[config.mk]
export PLATFORM = sky130hd
export DESIGN_NAME = rob_core
export DESIGN_NICKNAME = d
export VERILOG_FILES = /design/src/rtl/rob_pkg.sv /design/src/rtl/rob_ptr_ctl.sv /design/src/rtl/rob_slot.sv /design/src/rtl/rob_core.sv
export SDC_FILE = /design/constraint.sdc
export NUM_CORES = 2
export LEC_CHECK = 0
export ABC_CLOCK_PERIOD_IN_PS = 2600
export BUFFER_PORTS_ARGS = -buffer_cell sky130_fd_sc_hd__buf_2
export CORE_MARGIN = 2
export CORE_UTILIZATION = 25
export CTS_BUF_LIST = sky130_fd_sc_hd__clkbuf_8
export DETAILED_ROUTE_END_ITERATION = 6
export SLEW_MARGIN = 15
export SYNTH_ARGS = -nofsm -noshare
export SYNTH_HDL_FRONTEND = slang
export SYNTH_SLANG_ARGS = --single-unit
[constraint.sdc]
create_clock -name clk -period 2.6 [get_ports clk]
set_input_delay 0.26 -clock clk [delete_from_list [all_inputs] [get_ports clk]]
set_output_delay 0.26 -clock clk [all_outputs]
set_load 0.05 [all_outputs]
[src/rtl/rob_pkg.sv]
package rob_pkg;

    // Which source updates a slot's result in a given cycle.
    typedef enum logic [1:0] {
        RES_HOLD   = 2'd0,
        RES_BCAST  = 2'd1,
        RES_DIRECT = 2'd2
    } res_src_e;

    // Number of source operands tracked per slot.
    localparam int unsigned NUM_SRC = 2;

endpackage

[src/rtl/rob_ptr_ctl.sv]
module rob_ptr_ctl #(
    parameter int DEPTH = 8,
    parameter int IDX_W = $clog2(DEPTH)
) (
    input  logic             clk,
    input  logic             rst_n,
    input  logic             push_i,
    input  logic             pop_i,
    input  logic             flush_i,
    output logic [IDX_W-1:0] head_o,
    output logic [IDX_W-1:0] tail_o,
    output logic             full_o,
    output logic             empty_o
);
    localparam int PTR_W = IDX_W + 1;

    typedef struct packed {
        logic [PTR_W-1:0] hd;
        logic [PTR_W-1:0] tl;
    } ptr_t;

    ptr_t ptr_d, ptr_q;

    always_comb begin
        ptr_d = ptr_q;
        if (push_i) ptr_d.tl = ptr_q.tl + 1'b1;
        if (pop_i)  ptr_d.hd = ptr_q.hd + 1'b1;
        if (flush_i) ptr_d = '0;
    end

    always_ff @(posedge clk or negedge rst_n) begin
        if (!rst_n) ptr_q <= '0;
        else        ptr_q <= ptr_d;
    end

    assign head_o  = ptr_q.hd[IDX_W-1:0];
    assign tail_o  = ptr_q.tl[IDX_W-1:0];
    assign empty_o = (ptr_q.hd == ptr_q.tl);
    assign full_o  = (ptr_q.hd[IDX_W-1:0] == ptr_q.tl[IDX_W-1:0]) &&
                     (ptr_q.hd[IDX_W] != ptr_q.tl[IDX_W]);

endmodule

[src/rtl/rob_slot.sv]
module rob_slot
    import rob_pkg::*;
#(
    parameter int DATA_W = 16,
    parameter int REG_W  = 5,
    parameter int TYPE_W = 3,
    parameter int ADDR_W = 16,
    parameter int IDX_W  = 3,
    parameter int SLOT   = 0
) (
    input  logic                            clk,
    input  logic                            rst_n,
    input  logic                            flush_i,
    input  logic                            alloc_i,
    input  logic                            release_i,
    input  logic [REG_W-1:0]                a_dest_i,
    input  logic [TYPE_W-1:0]               a_type_i,
    input  logic [ADDR_W-1:0]               a_pc_i,
    input  logic [ADDR_W-1:0]               a_target_i,
    input  logic                            a_pred_i,
    input  logic [NUM_SRC-1:0]              a_src_ok_i,
    input  logic [NUM_SRC-1:0][DATA_W-1:0]  a_src_val_i,
    input  logic [NUM_SRC-1:0][IDX_W-1:0]   a_src_tag_i,
    input  logic                            bc_valid_i,
    input  logic [IDX_W-1:0]                bc_tag_i,
    input  logic [DATA_W-1:0]               bc_value_i,
    input  logic                            bc_exc_i,
    input  logic                            wr_valid_i,
    input  logic [IDX_W-1:0]                wr_idx_i,
    input  logic [DATA_W-1:0]               wr_value_i,
    input  logic                            wr_exc_i,
    output logic                            occ_o,
    output logic                            done_o,
    output logic                            exc_o,
    output logic [DATA_W-1:0]               value_o,
    output logic [REG_W-1:0]                dest_o,
    output logic [TYPE_W-1:0]               type_o,
    output logic [ADDR_W-1:0]               pc_o,
    output logic [ADDR_W-1:0]               target_o,
    output logic                            pred_o,
    output logic [NUM_SRC-1:0]              src_ok_o,
    output logic [NUM_SRC-1:0][DATA_W-1:0]  src_val_o,
    output logic [NUM_SRC-1:0][IDX_W-1:0]   src_tag_o
);
    localparam logic [IDX_W-1:0] MY_IDX = IDX_W'(SLOT);

    typedef struct packed {
        logic                           occ;
        logic                           done;
        logic                           exc;
        logic [DATA_W-1:0]              value;
        logic [REG_W-1:0]               dest;
        logic [TYPE_W-1:0]              itype;
        logic [ADDR_W-1:0]              pc;
        logic [ADDR_W-1:0]              target;
        logic                           pred;
        logic [NUM_SRC-1:0]             src_ok;
        logic [NUM_SRC-1:0][DATA_W-1:0] src_val;
        logic [NUM_SRC-1:0][IDX_W-1:0]  src_tag;
    } slot_t;

    slot_t    slot_d, slot_q;
    res_src_e res_sel;

    always_comb begin
        slot_d  = slot_q;
        res_sel = RES_HOLD;
        if (slot_q.occ) begin
            // Result capture: broadcast takes precedence over direct write.
            if (bc_valid_i && (bc_tag_i == MY_IDX))
                res_sel = RES_BCAST;
            else if (wr_valid_i && (wr_idx_i == MY_IDX))
                res_sel = RES_DIRECT;
            case (res_sel)
                RES_BCAST: begin
                    slot_d.done  = 1'b1;
                    slot_d.value = bc_value_i;
                    slot_d.exc   = bc_exc_i;
                end
                RES_DIRECT: begin
                    slot_d.done  = 1'b1;
                    slot_d.value = wr_value_i;
                    slot_d.exc   = wr_exc_i;
                end
                default: ;
            endcase
            // Operand wakeup on matching broadcast tag.
            for (int s = 0; s < NUM_SRC; s++) begin
                if (!slot_q.src_ok[s] && bc_valid_i && (bc_tag_i == slot_q.src_tag[s])) begin
                    slot_d.src_ok[s]  = 1'b1;
                    slot_d.src_val[s] = bc_value_i;
                end
            end
        end
        if (release_i) slot_d.occ = 1'b0;
        if (alloc_i) begin
            slot_d.occ     = 1'b1;
            slot_d.done    = 1'b0;
            slot_d.exc     = 1'b0;
            slot_d.value   = '0;
            slot_d.dest    = a_dest_i;
            slot_d.itype   = a_type_i;
            slot_d.pc      = a_pc_i;
            slot_d.target  = a_target_i;
            slot_d.pred    = a_pred_i;
            slot_d.src_ok  = a_src_ok_i;
            slot_d.src_val = a_src_val_i;
            slot_d.src_tag = a_src_tag_i;
        end
        if (flush_i) slot_d.occ = 1'b0;
    end

    always_ff @(posedge clk or negedge rst_n) begin
        if (!rst_n) slot_q <= '0;
        else        slot_q <= slot_d;
    end

    assign occ_o     = slot_q.occ;
    assign done_o    = slot_q.done;
    assign exc_o     = slot_q.exc;
    assign value_o   = slot_q.value;
    assign dest_o    = slot_q.dest;
    assign type_o    = slot_q.itype;
    assign pc_o      = slot_q.pc;
    assign target_o  = slot_q.target;
    assign pred_o    = slot_q.pred;
    assign src_ok_o  = slot_q.src_ok;
    assign src_val_o = slot_q.src_val;
    assign src_tag_o = slot_q.src_tag;

endmodule

[src/rtl/rob_core.sv]
module rob_core
    import rob_pkg::*;
#(
    parameter int DEPTH  = 8,
    parameter int DATA_W = 16,
    parameter int REG_W  = 5,
    parameter int TYPE_W = 3,
    parameter int ADDR_W = 16,
    parameter int IDX_W  = $clog2(DEPTH)
) (
    input  logic              clk,
    input  logic              rst_n,
    input  logic              disp_valid,
    input  logic [REG_W-1:0]  disp_dest,
    input  logic [TYPE_W-1:0] disp_type,
    input  logic [ADDR_W-1:0] disp_pc,
    input  logic [ADDR_W-1:0] disp_target,
    input  logic              disp_pred,
    input  logic              disp_s1_ready,
    input  logic [DATA_W-1:0] disp_s1_val,
    input  logic [IDX_W-1:0]  disp_s1_tag,
    input  logic              disp_s2_ready,
    input  logic [DATA_W-1:0] disp_s2_val,
    input  logic [IDX_W-1:0]  disp_s2_tag,
    output logic              disp_ready,
    output logic [IDX_W-1:0]  disp_tag,
    input  logic              bc_valid,
    input  logic [IDX_W-1:0]  bc_tag,
    input  logic [DATA_W-1:0] bc_value,
    input  logic              bc_exc,
    input  logic              wr_valid,
    input  logic [IDX_W-1:0]  wr_idx,
    input  logic [DATA_W-1:0] wr_value,
    input  logic              wr_exc,
    input  logic [IDX_W-1:0]  rd_idx,
    output logic              rd_busy,
    output logic              rd_done,
    output logic              rd_exc,
    output logic [DATA_W-1:0] rd_value,
    output logic [REG_W-1:0]  rd_dest,
    output logic [TYPE_W-1:0] rd_type,
    output logic [ADDR_W-1:0] rd_pc,
    output logic [ADDR_W-1:0] rd_target,
    output logic              rd_pred,
    output logic              rd_s1_ok,
    output logic [DATA_W-1:0] rd_s1_val,
    output logic [IDX_W-1:0]  rd_s1_tag,
    output logic              rd_s2_ok,
    output logic [DATA_W-1:0] rd_s2_val,
    output logic [IDX_W-1:0]  rd_s2_tag,
    input  logic              flush_req,
    output logic              ret_valid,
    output logic [IDX_W-1:0]  ret_tag,
    output logic [REG_W-1:0]  ret_dest,
    output logic [DATA_W-1:0] ret_value,
    output logic              ret_exc
);
    typedef struct packed {
        logic                           push;
        logic                           pop;
        logic                           flush;
        logic [NUM_SRC-1:0]             src_ok;
        logic [NUM_SRC-1:0][DATA_W-1:0] src_val;
        logic [NUM_SRC-1:0][IDX_W-1:0]  src_tag;
    } ctl_t;

    ctl_t ctl_d;

    logic [IDX_W-1:0] head_idx, tail_idx;
    logic             full, empty;

    // Per-slot views
    logic [DEPTH-1:0]               occ, done, exc, pred;
    logic [DATA_W-1:0]              value  [DEPTH];
    logic [REG_W-1:0]               dest   [DEPTH];
    logic [TYPE_W-1:0]              itype  [DEPTH];
    logic [ADDR_W-1:0]              pc     [DEPTH];
    logic [ADDR_W-1:0]              target [DEPTH];
    logic [NUM_SRC-1:0]             s_ok   [DEPTH];
    logic [NUM_SRC-1:0][DATA_W-1:0] s_val  [DEPTH];
    logic [NUM_SRC-1:0][IDX_W-1:0]  s_tag  [DEPTH];

    logic             head_ready;
    logic [NUM_SRC-1:0]             in_ok;
    logic [NUM_SRC-1:0][DATA_W-1:0] in_val;
    logic [NUM_SRC-1:0][IDX_W-1:0]  in_tag;

    assign in_ok  = {disp_s2_ready, disp_s1_ready};
    assign in_val = {disp_s2_val, disp_s1_val};
    assign in_tag = {disp_s2_tag, disp_s1_tag};

    assign head_ready = !empty && occ[head_idx] && done[head_idx];

    always_comb begin
        ctl_d         = '0;
        ctl_d.pop     = head_ready;
        ctl_d.flush   = flush_req || (head_ready && exc[head_idx]);
        ctl_d.push    = disp_valid && !full && !ctl_d.flush;
        ctl_d.src_tag = in_tag;
        // Operands of the incoming instruction see this cycle's broadcast.
        for (int s = 0; s < NUM_SRC; s++) begin
            ctl_d.src_ok[s]  = in_ok[s];
            ctl_d.src_val[s] = in_val[s];
            if (!in_ok[s] && bc_valid && (bc_tag == in_tag[s])) begin
                ctl_d.src_ok[s]  = 1'b1;
                ctl_d.src_val[s] = bc_value;
            end
        end
    end

    rob_ptr_ctl #(
        .DEPTH (DEPTH),
        .IDX_W (IDX_W)
    ) u_ptr (
        .clk     (clk),
        .rst_n   (rst_n),
        .push_i  (ctl_d.push),
        .pop_i   (ctl_d.pop),
        .flush_i (ctl_d.flush),
        .head_o  (head_idx),
        .tail_o  (tail_idx),
        .full_o  (full),
        .empty_o (empty)
    );

    for (genvar g = 0; g < DEPTH; g++) begin : g_slot
        rob_slot #(
            .DATA_W (DATA_W),
            .REG_W  (REG_W),
            .TYPE_W (TYPE_W),
            .ADDR_W (ADDR_W),
            .IDX_W  (IDX_W),
            .SLOT   (g)
        ) u_slot (
            .clk         (clk),
            .rst_n       (rst_n),
            .flush_i     (ctl_d.flush),
            .alloc_i     (ctl_d.push && (tail_idx == IDX_W'(g))),
            .release_i   (ctl_d.pop && (head_idx == IDX_W'(g))),
            .a_dest_i    (disp_dest),
            .a_type_i    (disp_type),
            .a_pc_i      (disp_pc),
            .a_target_i  (disp_target),
            .a_pred_i    (disp_pred),
            .a_src_ok_i  (ctl_d.src_ok),
            .a_src_val_i (ctl_d.src_val),
            .a_src_tag_i (ctl_d.src_tag),
            .bc_valid_i  (bc_valid),
            .bc_tag_i    (bc_tag),
            .bc_value_i  (bc_value),
            .bc_exc_i    (bc_exc),
            .wr_valid_i  (wr_valid),
            .wr_idx_i    (wr_idx),
            .wr_value_i  (wr_value),
            .wr_exc_i    (wr_exc),
            .occ_o       (occ[g]),
            .done_o      (done[g]),
            .exc_o       (exc[g]),
            .value_o     (value[g]),
            .dest_o      (dest[g]),
            .type_o      (itype[g]),
            .pc_o        (pc[g]),
            .target_o    (target[g]),
            .pred_o      (pred[g]),
            .src_ok_o    (s_ok[g]),
            .src_val_o   (s_val[g]),
            .src_tag_o   (s_tag[g])
        );
    end

    // Dispatch status
    assign disp_ready = !full;
    assign disp_tag   = tail_idx;

    // Retire view of the head slot
    assign ret_valid = head_ready;
    assign ret_tag   = head_idx;
    assign ret_dest  = dest[head_idx];
    assign ret_value = value[head_idx];
    assign ret_exc   = exc[head_idx];

    // Indexed read port
    assign rd_busy   = occ[rd_idx];
    assign rd_done   = done[rd_idx];
    assign rd_exc    = exc[rd_idx];
    assign rd_value  = value[rd_idx];
    assign rd_dest   = dest[rd_idx];
    assign rd_type   = itype[rd_idx];
    assign rd_pc     = pc[rd_idx];
    assign rd_target = target[rd_idx];
    assign rd_pred   = pred[rd_idx];
    assign rd_s1_ok  = s_ok[rd_idx][0];
    assign rd_s1_val = s_val[rd_idx][0];
    assign rd_s1_tag = s_tag[rd_idx][0];
    assign rd_s2_ok  = s_ok[rd_idx][1];
    assign rd_s2_val = s_val[rd_idx][1];
    assign rd_s2_tag = s_tag[rd_idx][1];

endmodule

### Yosys cells after proc, flatten, opt, wreduce, memory -nomap -nowiden

Cells that the tools add are included.

* add/subtract/negate cells: 2
* order comparisons: 4
* eq/ne operators: 65
* muxes and demuxes: 155
* bitwise operators: 2
* reductions and logical operators: 166

Operators with widths (count)
* 100-bit 2-to-1 mux: 8
* 16-bit 2-to-1 mux: 26
* 18-bit case mux with 2 select lines: 8
* 34-bit 2-to-1 mux: 8
* 16-bit binary-select mux with 3-bit select: 4
* 18-bit 2-to-1 mux: 8
* 32-bit binary-select mux with 3-bit select: 1
* 1-bit logical AND: 74
* 32-bit 2-to-1 mux: 2
* 3-bit == test: 19
* 2-bit 2-to-1 mux: 26
* 2-bit nonzero test: 26
* 3-bit == test, second input constant: 16
* 2-bit AND reduction: 24
* 3-bit nonzero test: 16
* 1-bit 2-to-1 mux: 41
* 5-bit binary-select mux with 3-bit select: 2
* 3-bit by 2-bit == test with 1-bit output, second input constant: 8
* 1-bit binary-select mux with 3-bit select: 7
* 1-bit zero test: 21
* 5-bit 2-to-1 mux: 4
* 6-bit binary-select mux with 3-bit select: 1
* 2-bit by 1-bit == test with 1-bit output, second input constant: 8
* 2-bit == test, second input constant: 8
* 15 further kinds: 28

* bits in registers: 808
* output and inout port bits: 130

### Depth between registers and ports, before layout

* depth after elaboration: 11
* mapped depth: 11
* gate-level depth less buffers: 6

### By module

Synthesis repeated with hierarchy kept, for this count alone.

* cells, all modules: 3200
* area, all modules: 43644.4 um2

By module, submodules not included
* rob_slot at g_slot[1].u_slot ...: times used 2, cells an instance 327, area an instance 4374.2 um2
* rob_core: times used 1, cells an instance 543, area an instance 8568.2 um2
* rob_slot at g_slot[3].u_slot ...: times used 2, cells an instance 326, area an instance 4271.6 um2
* rob_slot at g_slot[0].u_slot: times used 1, cells an instance 327, area an instance 4384.2 um2
* rob_slot at g_slot[2].u_slot: times used 1, cells an instance 327, area an instance 4372.9 um2
* rob_slot at g_slot[6].u_slot: times used 1, cells an instance 326, area an instance 4284.1 um2
* rob_slot at g_slot[7].u_slot: times used 1, cells an instance 326, area an instance 4265.3 um2
* rob_ptr_ctl: times used 1, cells an instance 45, area an instance 478.0 um2

### Least setup slack after synthesis

No wires, ideal clock.

* path type: register to register
* from: reg u_ptr.ptr_q, in the netlist u_ptr.head_o[0]
* to: reg g_slot[1].u_slot.slot_q, in the netlist g_slot[1].u_slot.dest_o[0]
* library setup time: 0.125 ns
* data arrival time: 2.505 ns
* data required time: 2.475 ns
* slack: -0.030 ns
* cell stages (with the launch flop): 10
* path buffers: 3
* cells stage by stage: dfrtp_1 -> buf_4 -> mux4_2 -> mux2_4 -> o211ai_2 -> buf_6 -> o21ai_1 -> nor2_4 -> buf_4 -> mux2_2

* elaborated cells between the ends (all ways): 19

RTL lines
* from (decl): line rob_ptr_ctl.sv:22 `ptr_t ptr_d, ptr_q;`
* from (signal assigned): line rob_ptr_ctl.sv:33 `else ptr_q <= ptr_d;`
* 1-bit binary-select mux with 3-bit select
* 1-bit 2-to-1 mux
* named net ret_exc: line rob_core.sv:56 `output logic ret_exc`
* 1-bit logical AND: line rob_core.sv:97 `ctl_d.flush = flush_req || (head_ready && exc[head_idx]);`
* 1-bit logical OR: line rob_core.sv:97
* 1-bit zero test: line rob_core.sv:98 `ctl_d.push = disp_valid && !full && !ctl_d.flush;`
* 1-bit logical AND: line rob_core.sv:98
* 1-bit logical AND: line rob_core.sv:138 `.alloc_i (ctl_d.push && (tail_idx == IDX_W'(g))),`
* to (signal assigned): line rob_slot.sv:115 `else slot_q <= slot_d;`
* to (decl): line rob_slot.sv:62 `slot_t slot_d, slot_q;`

The timed path passes the listed nets, and every way through them passes these cells. The select of a mux whose other input is x is not followed.
A chain may end at the register's enable or synchronous reset.

### Worst setup path after layout

* from: reg u_ptr.ptr_q, in the netlist u_ptr.head_o[0]
* to: out ret_valid

* word-level cells in the longest chain between the ends: 4
* elaborated cells between the ends (all ways): 8

Ends and longest elaborated chain
* 1-bit binary-select mux with 3-bit select or 4-bit == test (tied branches): line rob_core.sv:92, rob_ptr_ctl.sv:38
* 1-bit 2-to-1 mux (implied by the code) or 1-bit zero test (tied branches): line rob_core.sv:92 `assign head_ready = !empty && occ[head_idx] && done[head_idx];`
* 1-bit logical AND: line rob_core.sv:92
* 1-bit logical AND *: line rob_core.sv:92
* to (decl): line rob_core.sv:52 `output logic ret_valid,`

Every way passes the cells marked *; elsewhere a longest branch is shown, timed or not. The select of a mux whose other input is x is not followed.

==> results_dict.tcl <==
set metrics [dict create \
    initialDrtViolationCount 3651 \
    die_x_um 426 \
    number_of_instances_in_the_synthesized_netlist 4009 \
    synth_area_per_cell_um2 11.1 \
    routing_layer_with_the_top_usage_in_global_route "met2" \
    layout-drive-gt1-share 0.367 \
    placedInstanceArea_um2 50400 \
    clk_transition_reported_paths_ns 0.06 \
    overall_routing_resource_usage 0.188 \
    timing.hold.worst.class "input pin to flop" \
    cts-root-to-sink-buffers 3 \
    route.final.wire_length_um 180000 \
    crit_path_cell_trace "buf_8 > buf_6 > buf_6 > nand3b_1 > nand4_1 > nand3_4 > buf_6 > nor2_4 > buf_12" \
    finalCriticalPeriod_ns 2.92 \
    clock.fmax_mhz 342 \
    final_critical_path_setup_slack_ns -0.321 \
    p_leak_nw 25.7 \
    groute.layer.met3.usage 0.0350 \
    maxCapViolCount 0 \
    outcome "finished, violations left" \
    cp_slowest_stage_delay_ns 0.50 \
    rsz0062_at_grt "yes" \
    gr-usage-met1 0.223 \
    ports 260 \
    path_max_fanout 5 \
    dpl.hpwl_um 111000 \
    cpMostUsedCell "buf_6" \
    core.rowCount 154 \
    core_region_um2 176000 \
    layoutNonFillerInstCount 6960 \
    drv_slew 0 \
    die_area_um2 181000 \
    peakVddDrop_mv 0.513 \
    tritoncts "built" \
    fin_area_um2 58500 \
    synth_seq_area_share 0.454 \
    overflow 0 \
    hold_violations 0 \
    worstMarginPinSlew_ns 0.977 \
    clockRootBuffer "clkbuf_8" \
    worst_setup_path_end_kind "output port" \
    violations "negative setup slack" \
    cp.arrival_ns 2.66 \
    place.gp.congestion 0.861 \
    fillCellCount 17600 \
    firstDrtPassIters 6 \
    cts_made_buffers 138 \
    worst_ep_required_time_ns 2.34 \
    place.detailed.instances 6477 \
    start_util 0.252 \
    grt_first_pass_wirelength_um 255000 \
    slew_headroom 0.346 \
    reg2regPathDepth 14 \
    postSynth.asyncResetShare 1.00 \
    clock_net_sink_count 808 \
    worst_path_max_delay_cell "dfrtp_4" \
    synthesis.yosys.warnings 0 \
    first_global_vias 37700 \
    clkLatencyLatePin_ns 0.90 \
    postSynthNetCount 4151 \
    crit_type "flop to output port" \
    via_count 37400 \
    drc_violation_count_after_routing 0 \
    place.port_buffers 259 \
    min_period_over_period 1.12 \
    avgViaCountPerCell 5.37 \
    worst_hold_path.num_cells 6 \
    dominantRegCellSynth "dfrtp_1" \
    ctsHtreeMaxLevel 4 \
    synth-edff-count 0 \
    placement.setup.worst_slack_ns -0.0137 \
    cell_variety_after_synth 59 \
    power.density_nw_per_um2 794 \
    finalSetupViolations 806 \
    fp.dieH_um 426 \
    post_drt_wl_per_cell_um 25.9 \
    ys_seq_elements 808 \
    initial_antenna_violation_count 35 \
    critical_path.startpoint_type "flop" \
    grt_use_met2 0.311 \
    fin_worst_skew_ns 0.0438 \
    final_core_utilization 0.331 \
    area.growth.synth_to_final_pct 31.4 \
    grt_start_max_net_pins 124 \
    final_nets 4650 \
    hold_ws_ns 0.130 \
    netlist_area_pre_place_um2 44500 \
    postRouteAntennaNets 0 \
]
==> stage by stage <==
step	power [mW]	TNS (ns)
after floorplan	28.2	-1.94
after global placement	32.2	0
after detailed placement	32.6	-0.196
after CTS	45.6	-165.01
after global routing	48.6	-181.04
final	46.4	-132.88
==> layer usage <==
metal / vias up / share of wire / routed length [um]
met5: - / 0.00057 / 102
met4: 18 / 0.070 / 12600
met3: 589 / 0.076 / 13800
li1: 15700 / - / -
met2: 1858 / 0.48 / 87100
met1: 19200 / 0.37 / 66700
==> area by class of cell <==
type / count / area [um^2] / share of cell area
tap: 2340 / 2930 / 0.0501
clock buffer: 159 / 2190 / 0.0374
sequential: 808 / 20200 / 0.346
multi-input combinational: 2791 / 24400 / 0.417
antenna: 18 / 45.0 / 0.000770
timing repair buffer: 747 / 8140 / 0.139
clock inverter: 75 / 470 / 0.00805
inverter: 22 / 82.6 / 0.00141
==> cells in the final DEF, fill, tap and decap left out, types with 16 or more instances in the layout <==
cell / count
nand2_1: 845
clkbuf_16: 17
buf_4: 195
a211oi_1: 113
nor4_4: 16
mux2_4: 127
buf_2: 179
clkbuf_8: 159
a211oi_2: 24
and2_1: 32
mux4_2: 244
mux2i_1: 122
o21ai_0: 20
o211ai_1: 164
nor2_1: 214
diode_2: 18
o32ai_4: 18
a21oi_1: 44
buf_16: 23
mux2_2: 256
buf_12: 118
o32ai_1: 51
inv_1: 54
dlygate4sd3_1: 120
xor2_1: 23
buf_8: 18
a21oi_2: 77
nand2_2: 22
o32ai_2: 27
a22o_1: 160
dfrtp_1: 803
xnor2_1: 37
buf_6: 76
clkinv_1: 16
==> worst max-delay path, delay by kind of cell (launching register included) <==
kind,cells,cell delay (ns)
buf+inv,5,0.72
flops,1,0.50
simple gates,4,0.55
==> cell families after synthesis <==
| group | count (synthesis) | synth area share |
|---|---|---|
| simple gates | 1215 | 0.113 |
| compound gates | 743 | 0.126 |
| xor+xnor | 60 | 0.0118 |
| fa+ha+maj | 12 | 0.00337 |
| mux | 755 | 0.250 |
| buf+inv | 416 | 0.0418 |
| flops | 808 | 0.454 |
==> cells in the mapped netlist, drive strengths merged, types with 16 or more instances <==
cell type / number / area [um^2]
and2: 34 / 213
nand2: 875 / 3300
o21ai: 25 / 148
nor4: 16 / 200
xor2: 23 / 201
a22o: 160 / 1400
clkbuf: 204 / 766
a21oi: 121 / 606
clkinv: 16 / 60.1
mux4: 244 / 5500
mux2: 389 / 4400
o211ai: 165 / 1240
o32ai: 96 / 841
xnor2: 37 / 324
nor2: 221 / 855
a211oi: 137 / 1030
mux2i: 122 / 1220
buf: 190 / 1010
dfrtp: 808 / 20200
==> state kept, by name (all words and copies together) (netlist names), 8 cells and up <==
register and flops:
g_slot.u_slot.exc_o 8, g_slot.u_slot.done_o 8, g_slot.u_slot.src_tag_o 48, g_slot.u_slot.occ_o 8, g_slot.u_slot.src_val_o 256, g_slot.u_slot.target_o 128, g_slot.u_slot.dest_o 40, g_slot.u_slot.value_o 128
g_slot.u_slot.src_ok_o 16, g_slot.u_slot.pred_o 8, g_slot.u_slot.type_o 24, g_slot.u_slot.pc_o 128
==> power by group <==
| part | switching, mW | internal (mW) | leakage [nW] | total [mW] |
|---|---|---|---|---|
| Combinational | 8.19 | 7.94 | 13.6 | 16.1 |
| Sequential | 2.37 | 16.2 | 10.6 | 18.6 |
| Clock | 5.71 | 5.98 | 1.54 | 11.7 |
| Total | 16.3 | 30.2 | 25.7 | 46.4 |
==> worst paths after layout <==
| check | from | to | slack, ns |
|---|---|---|---|
| setup / recovery | u_ptr.head_o[0] | ret_valid | -0.32 |
| hold / removal | wr_valid | g_slot[3].u_slot.done_o | 0.13 |
| setup reg to reg | u_ptr.head_o[0] | g_slot[5].u_slot.src_val_o[24] | -0.30 |
| hold reg to reg | g_slot[3].u_slot.target_o[13] | g_slot[3].u_slot.target_o[13] | 0.47 |
| max in group asynchronous | rst_n | g_slot[3].u_slot.src_tag_o[5] | 1.06 |
| min in group asynchronous | rst_n | g_slot[6].u_slot.exc_o | 0.16 |
==> what timing repair did <==
action,4_1_cts,5_1_grt
hold endpoints to repair,1608,0
pin swaps,18,92
endpoints found under the setup margin,274,825
cloned,25,22
hold buffers,120,0
setup buffers,52,29
gates resized for setup,302,300
Note: power is estimated with default switching activity, not from simulation.
